==> config.mk <==
export PLATFORM = sky130hd
export DESIGN_NAME = scidx_alu
export DESIGN_NICKNAME = d
export VERILOG_FILES = /design/src/rtl/scidx_pkg.sv /design/src/rtl/scidx_index_prep.sv /design/src/rtl/scidx_scale_add.sv /design/src/rtl/scidx_cond.sv /design/src/rtl/scidx_alu.sv
export SDC_FILE = /design/constraint.sdc
export NUM_CORES = 1
export LEC_CHECK = 0
export BUFFER_PORTS_ARGS = -buffer_cell sky130_fd_sc_hd__buf_4
export CORE_UTILIZATION = 55
export CTS_CLUSTER_DIAMETER = 60
export DETAILED_ROUTE_END_ITERATION = 10
export PLACE_DENSITY = 0.79
export SLEW_MARGIN = 5
export SYNTH_ARGS = -nofsm -noshare
export SYNTH_HDL_FRONTEND = slang
export SYNTH_SLANG_ARGS = --single-unit
==> constraint.sdc <==
create_clock -name clk -period 6.7 [get_ports clk]
set_input_delay 0 -clock clk [delete_from_list [all_inputs] [get_ports clk]]
set_output_delay 0 -clock clk [all_outputs]
set_load 0.005 [all_outputs]
==> src/rtl/scidx_pkg.sv <==
// Package: shared operation codes for the scaled-index shift-and-add unit.
// Assumes a 2-bit operation select; the fourth code is reserved.
package scidx_pkg;
    typedef enum logic [1:0] {
        OP_FULL  = 2'b00,
        OP_SWORD = 2'b01,
        OP_UWORD = 2'b10,
        OP_RSVD  = 2'b11
    } scidx_op_e;

    localparam int COND_W = 3;
endpackage

==> src/rtl/scidx_index_prep.sv <==
// Module: scidx_index_prep
// Conditions the index operand for the selected operation. It passes the
// index through at full width, sign-extends the low half, or zero-extends
// the low half. A reserved code yields zero and flags the operation as
// illegal. Assumes W is even.
module scidx_index_prep
    import scidx_pkg::*;
#(
    parameter int W = 64
) (
    input  logic [W-1:0] idx_i,
    input  logic [1:0]   op_i,
    output logic [W-1:0] idx_o,
    output logic         illegal_o
);
    localparam int HALF = W / 2;

    scidx_op_e op;
    assign op = scidx_op_e'(op_i);

    // Purpose: choose the extension applied to the index operand.
    always_comb begin
        idx_o     = '0;
        illegal_o = 1'b0;
        unique case (op)
            OP_FULL:  idx_o = idx_i;
            OP_SWORD: idx_o = {{HALF{idx_i[HALF-1]}}, idx_i[HALF-1:0]};
            OP_UWORD: idx_o = {{HALF{1'b0}}, idx_i[HALF-1:0]};
            default:  illegal_o = 1'b1;
        endcase
    end

    // Purpose: check the upper half against the mode contract.
    always_comb begin
        if (op == OP_UWORD)
            a_r4_upper_zero: assert (idx_o[W-1:HALF] == '0);
        if (op == OP_SWORD)
            a_r3_sign_fill: assert (idx_o[W-1:HALF] == {HALF{idx_i[HALF-1]}});
        if (op == OP_RSVD)
            a_r8_rsvd_zero: assert (idx_o == '0 && illegal_o);
    end
endmodule

==> src/rtl/scidx_scale_add.sv <==
// Module: scidx_scale_add
// Shifts the conditioned index left by (scale + 1) bits and adds the base.
// The sum wraps modulo 2^W. One candidate shift is built per scale code,
// and the scale field selects among them.
module scidx_scale_add #(
    parameter int W   = 64,
    parameter int SHW = 2
) (
    input  logic [W-1:0]   base_i,
    input  logic [W-1:0]   idx_i,
    input  logic [SHW-1:0] scale_i,
    output logic [W-1:0]   sum_o
);
    localparam int NSH = 1 << SHW;

    logic [W-1:0] shifted [NSH];
    logic [W-1:0] pick;

    // Purpose: fixed-distance shifters, one for each scale code.
    for (genvar s = 0; s < NSH; s++) begin : g_shift
        assign shifted[s] = idx_i << (s + 1);
    end

    // Purpose: select the shifter named by the scale field and add the base.
    always_comb begin
        pick  = shifted[scale_i];
        sum_o = pick + base_i;
    end

    // Purpose: the low (scale + 1) bits of the shifted index are always zero.
    always_comb begin
        a_r1_low_zero: assert ((pick & ((W'(1) << (scale_i + 1)) - W'(1))) == '0);
    end
endmodule

==> src/rtl/scidx_cond.sv <==
// Module: scidx_cond
// Produces the signed comparison of a value against zero as
// {negative, positive, zero}, and gates it with the record request.
module scidx_cond
    import scidx_pkg::*;
#(
    parameter int W = 64
) (
    input  logic [W-1:0]      val_i,
    input  logic              rec_i,
    output logic [COND_W-1:0] cond_o
);
    logic neg, zer;

    // Purpose: classify the value and apply the record gate.
    always_comb begin
        neg    = val_i[W-1];
        zer    = (val_i == '0);
        cond_o = rec_i ? {neg, !neg && !zer, zer} : '0;
    end
endmodule

==> src/rtl/scidx_alu.sv <==
// Module: scidx_alu (top)
// Scaled-index shift-and-add unit. With REG_OUT = 1, one output register
// stage is cleared by the synchronous active-low reset. With REG_OUT = 0,
// the outputs are combinational and rst_n is unused.
module scidx_alu
    import scidx_pkg::*;
#(
    parameter int W       = 64,
    parameter int SHW     = 2,
    parameter bit REG_OUT = 1'b1
) (
    input  logic          clk,
    input  logic          rst_n,
    input  logic [63:0]   base_i,
    input  logic [63:0]   index_i,
    input  logic [1:0]    scale_i,
    input  logic [1:0]    op_i,
    input  logic          rec_i,
    output logic [63:0]   result_o,
    output logic [2:0]    cond_o,
    output logic          illegal_o
);
    logic [W-1:0]      idx_c;
    logic              ill_c;
    logic [W-1:0]      sum_c;
    logic [W-1:0]      res_c;
    logic [COND_W-1:0] cond_c;

    scidx_index_prep #(.W(W)) i_prep (
        .idx_i     (index_i),
        .op_i      (op_i),
        .idx_o     (idx_c),
        .illegal_o (ill_c)
    );

    scidx_scale_add #(.W(W), .SHW(SHW)) i_sadd (
        .base_i  (base_i),
        .idx_i   (idx_c),
        .scale_i (scale_i),
        .sum_o   (sum_c)
    );

    // Purpose: force a zero result for the reserved operation code.
    always_comb res_c = ill_c ? '0 : sum_c;

    scidx_cond #(.W(W)) i_cond (
        .val_i  (res_c),
        .rec_i  (rec_i),
        .cond_o (cond_c)
    );

    if (REG_OUT) begin : g_reg
        // Purpose: one-cycle output stage with synchronous clear.
        always_ff @(posedge clk) begin
            if (!rst_n) begin
                result_o  <= '0;
                cond_o    <= '0;
                illegal_o <= 1'b0;
            end else begin
                result_o  <= res_c;
                cond_o    <= cond_c;
                illegal_o <= ill_c;
            end
        end

        a_r9_latency: assert property (@(posedge clk) disable iff (!rst_n)
            rst_n |=> (result_o == $past(res_c)) && (cond_o == $past(cond_c)));
        a_r9_reset_clear: assert property (@(posedge clk)
            !rst_n |=> (result_o == '0) && (cond_o == '0) && !illegal_o);
        a_r6_cond_onehot: assert property (@(posedge clk) disable iff (!rst_n)
            $onehot0(cond_o));
        a_r8_illegal_zero: assert property (@(posedge clk) disable iff (!rst_n)
            illegal_o |-> (result_o == '0));
    end else begin : g_comb
        // Purpose: direct combinational outputs.
        always_comb begin
            result_o  = res_c;
            cond_o    = cond_c;
            illegal_o = ill_c;
        end
    end
endmodule

==> impl_metrics.py <==
metrics = {
    "place": {
        "place_congestion": 0.9857,
        "port_buffers": 201,
        "dp_hpwl_um": 22090,
        "dpl.cell_count": 1351,
        "place_area_um2": 9694,
    },
    "worst_hold_path": {
        "whs_path_depth": 3,
        "holdCritStartpoint": "base_i[1]",
        "min_path_type": "in -> reg",
        "min_to": "result_o[1]",
    },
    "setup_path": {
        "crit_type": "in -> reg",
        "crit_arrival_ns": 5.41,
        "crit_path_start_kind": "primary input",
        "crit_buf_inv": 2,
        "crit_required_ns": 6.97,
        "crit_path_max_fanout": 63,
        "crit_slowest_cell": "buf_4",
        "critPathCaptureType": "flop",
        "crit_family": "compound AO/OA/AOI/OAI gates",
        "cp_cell_sequence": "buf_4 -> inv_1 -> a31oi_1 -> nor2_1 -> ha_1 -> a211oi_1 -> o211ai_1 -> a21oi_2 -> o21bai_1 -> xnor2_1 -> o2111ai_2 -> or4b_1 -> nor4_1 -> nand4b_1 -> o41ai_2 -> and4_1",
        "max_stage_delay_ns": 0.58,
    },
    "clocking": {
        "cts-root-buf": "clkbuf_16",
        "cts_buffers": 9,
        "hold_buffers": 5,
        "cts_tree": "done",
        "post_cts_buffers": 0,
        "post_cts_resized": 0,
        "ctsHtreeMaxLevel": 3,
        "clk_pin_slew_ns": 0.05,
        "clock_sinks": 68,
        "cts_buffer_depth": 2,
    },
    "detailed_routing": {
        "drt_iter0_drc": 857,
        "drt-pass1-iter-count": 5,
        "wl_per_cell_um": 19.71,
        "drc": 0,
        "routed_wl_um": 27020,
        "vias_per_cell": 6.400,
        "dr_total_vias": 8775,
        "postRouteAntennaNets": 0,
    },
    "timing": {
        "setup_tns_ns": 0,
        "fmax_mhz": 194.3,
        "final_hold_viol_count": 0,
        "period_share": 0.7682,
        "worst_pin_slew_ns": 1.079,
        "max-slew-margin-rel": 0.2778,
        "slew_violations": 0,
        "period_minus_slack_ns": 5.147,
        "setup_viol": 0,
        "rsz0062_at_grt": "false",
    },
    "floorplan": {
        "ioPinCount": 203,
        "die_h_um": 124.2,
        "die_w_um": 124.2,
        "fp.dieArea_um2": 15420,
        "initial_core_util": 0.5649,
        "coreArea_um2": 14530,
        "placementRows": 44,
    },
    "yosys": {
        "synth_most_common_cell": "a21oi_1",
        "seq_area_frac_synth": 0.1658,
        "synth-seq-cells": 68,
        "synth_cell_types": 88,
        "synthTopCellsByArea": "dfxtp_1 17%, ha_1 11%, a21oi_1 7.2%",
        "synth_area_um2": 8210,
        "syn-num-nets": 1231,
        "yosysTopAreaCell": "dfxtp_1",
        "synth_commonest_cells": "118 x a21oi_1, 91 x nor2_1, 76 x nand2_1",
        "synthFlopType": "dfxtp_1",
        "synth_edf_count": 0,
        "synth_cells": 1020,
        "synth_top_area_share": 0.1658,
        "yosysWarnings": 0,
        "synthArstFlopShare": 0,
        "syn_avg_cell_area_um2": 8.049,
    },
    "global_route": {
        "grt.total_usage": 0.3510,
        "grt_pass1_wl_um": 41570,
        "antenna_found_initial": 0,
        "grt_pass1_vias": 7681,
        "grt_max_degree": 64,
        "grt_overflow_total": 0,
    },
    "pwr": {
        "power_leakage_nw": 4.366,
        "peakVddDrop_mv": 0.1362,
        "powerDensity_nw_per_um2": 200.9,
    },
    "cells_and_area": {
        "multiInputGateArea_um2": 6496,
        "final-seq-area_um2": 1361,
        "layoutNonFillerInstCount": 1371,
        "layout-drive-gt1-share": 0.2578,
        "n_antenna_cell": 0,
        "nFillCells": 1249,
        "layout.nets": 1394,
        "design_area_um2": 10040,
        "area_delta_synth_final_pct": 22.23,
    },
    "flow_run": {
        "maxCapViolCount": 0,
    },
    "status": {
        "status": "complete, no violations",
    },
}
==> state kept, by name, indices dropped and copies added, names as in the netlist <==
signal / cells
result_o: 64
illegal_o: 1
cond_o: 3
==> layout by cell type (no fill, tap or decap), types with 8 or more instances in the layout <==
| cell | n |
|---|---|
| ha_1 | 75 |
| a21oi_2 | 8 |
| xnor2_1 | 26 |
| dfxtp_1 | 68 |
| inv_1 | 16 |
| xor2_1 | 22 |
| nor2b_1 | 21 |
| o21ai_0 | 41 |
| o21a_1 | 11 |
| nand2_1 | 76 |
| o21ai_1 | 11 |
| a21o_1 | 15 |
| buf_4 | 206 |
| a21oi_1 | 118 |
| mux4_2 | 24 |
| and3_1 | 9 |
| mux2i_1 | 36 |
| nor2_1 | 91 |
| mux2_2 | 31 |
| o211ai_1 | 11 |
| nand4_1 | 26 |
| nand3_1 | 21 |
| clkbuf_16 | 9 |
| a31oi_1 | 10 |
| nor3_1 | 26 |
| a211oi_1 | 19 |
| and2_1 | 29 |
| o21bai_1 | 12 |
==> cells by family after synthesis <==
group	count (synthesis)	share of synthesized area
AO/OA/AOI/OAI	321	0.2580
XOR/XNOR	48	0.05120
AND/OR/NAND/NOR	341	0.2130
adder cells (fa/ha/maj)	76	0.1167
flip-flops	68	0.1658
buffers and inverters	75	0.04297
multiplexers	91	0.1522
==> layer usage <==
metal / track usage / vias up / share of wire
met5: 0 / - / 0
li1: - / 4177 / -
met2: 0.5024 / 465 / 0.41
met4: 0.06324 / 0 / 0.013
met3: 0.03938 / 33 / 0.091
met1: 0.5560 / 4100 / 0.49
==> metrics by stage <==
step | utilization | power, W | setup WS [ns] | hold WS [ns]
4_1_cts | 0.6905 | 0.001988 | 1.666 | 0.07404
2_1_floorplan | - | 0.001171 | 1.858 | 0.1283
6_report | 0.6905 | 0.002017 | 1.553 | 0.1078
3_3_place_gp | 0.6670 | 0.001520 | 1.392 | 0.2557
5_1_grt | 0.6905 | 0.002133 | 1.309 | 0.1171
3_5_place_dp | 0.6670 | 0.001528 | 1.348 | 0.2615
==> how the worst max path moves through the flow <==
stage	cells past startpoint	slack [ns]	endpoint	startpoint
final	16	1.55	cond_o[0]	scale_i[1]
after global routing	16	1.31	cond_o[0]	scale_i[1]
after CTS	16	1.67	cond_o[0]	scale_i[1]
after detailed placement	16	1.35	cond_o[0]	scale_i[1]
after global placement	16	1.39	cond_o[0]	scale_i[1]
after floorplan	16	1.86	cond_o[0]	scale_i[0]
==> where the power goes <==
group          internal (W)  switching, W
logic              0.000452      0.000628
registers          0.000463     0.0000181
clock network      0.000293      0.000162
total               0.00121      0.000808
==> final cells by class <==
cell class	count	share of cell area
clock inverter	5	0.005236
inverter	16	0.005984
clock buffer	10	0.02381
sequential	68	0.1356
timing repair buffer	211	0.1591
multi-input combinational	877	0.6473
tap	184	0.02294
==> tightest hold or removal path, delay by kind of cell <==
kind	cells	cell delay, ns
buffers and inverters	1	0.08
adder cells (fa/ha/maj)	1	0.16
AND/OR/NAND/NOR	1	0.16
No activity file was read; power rests on OpenSTA's default activity.
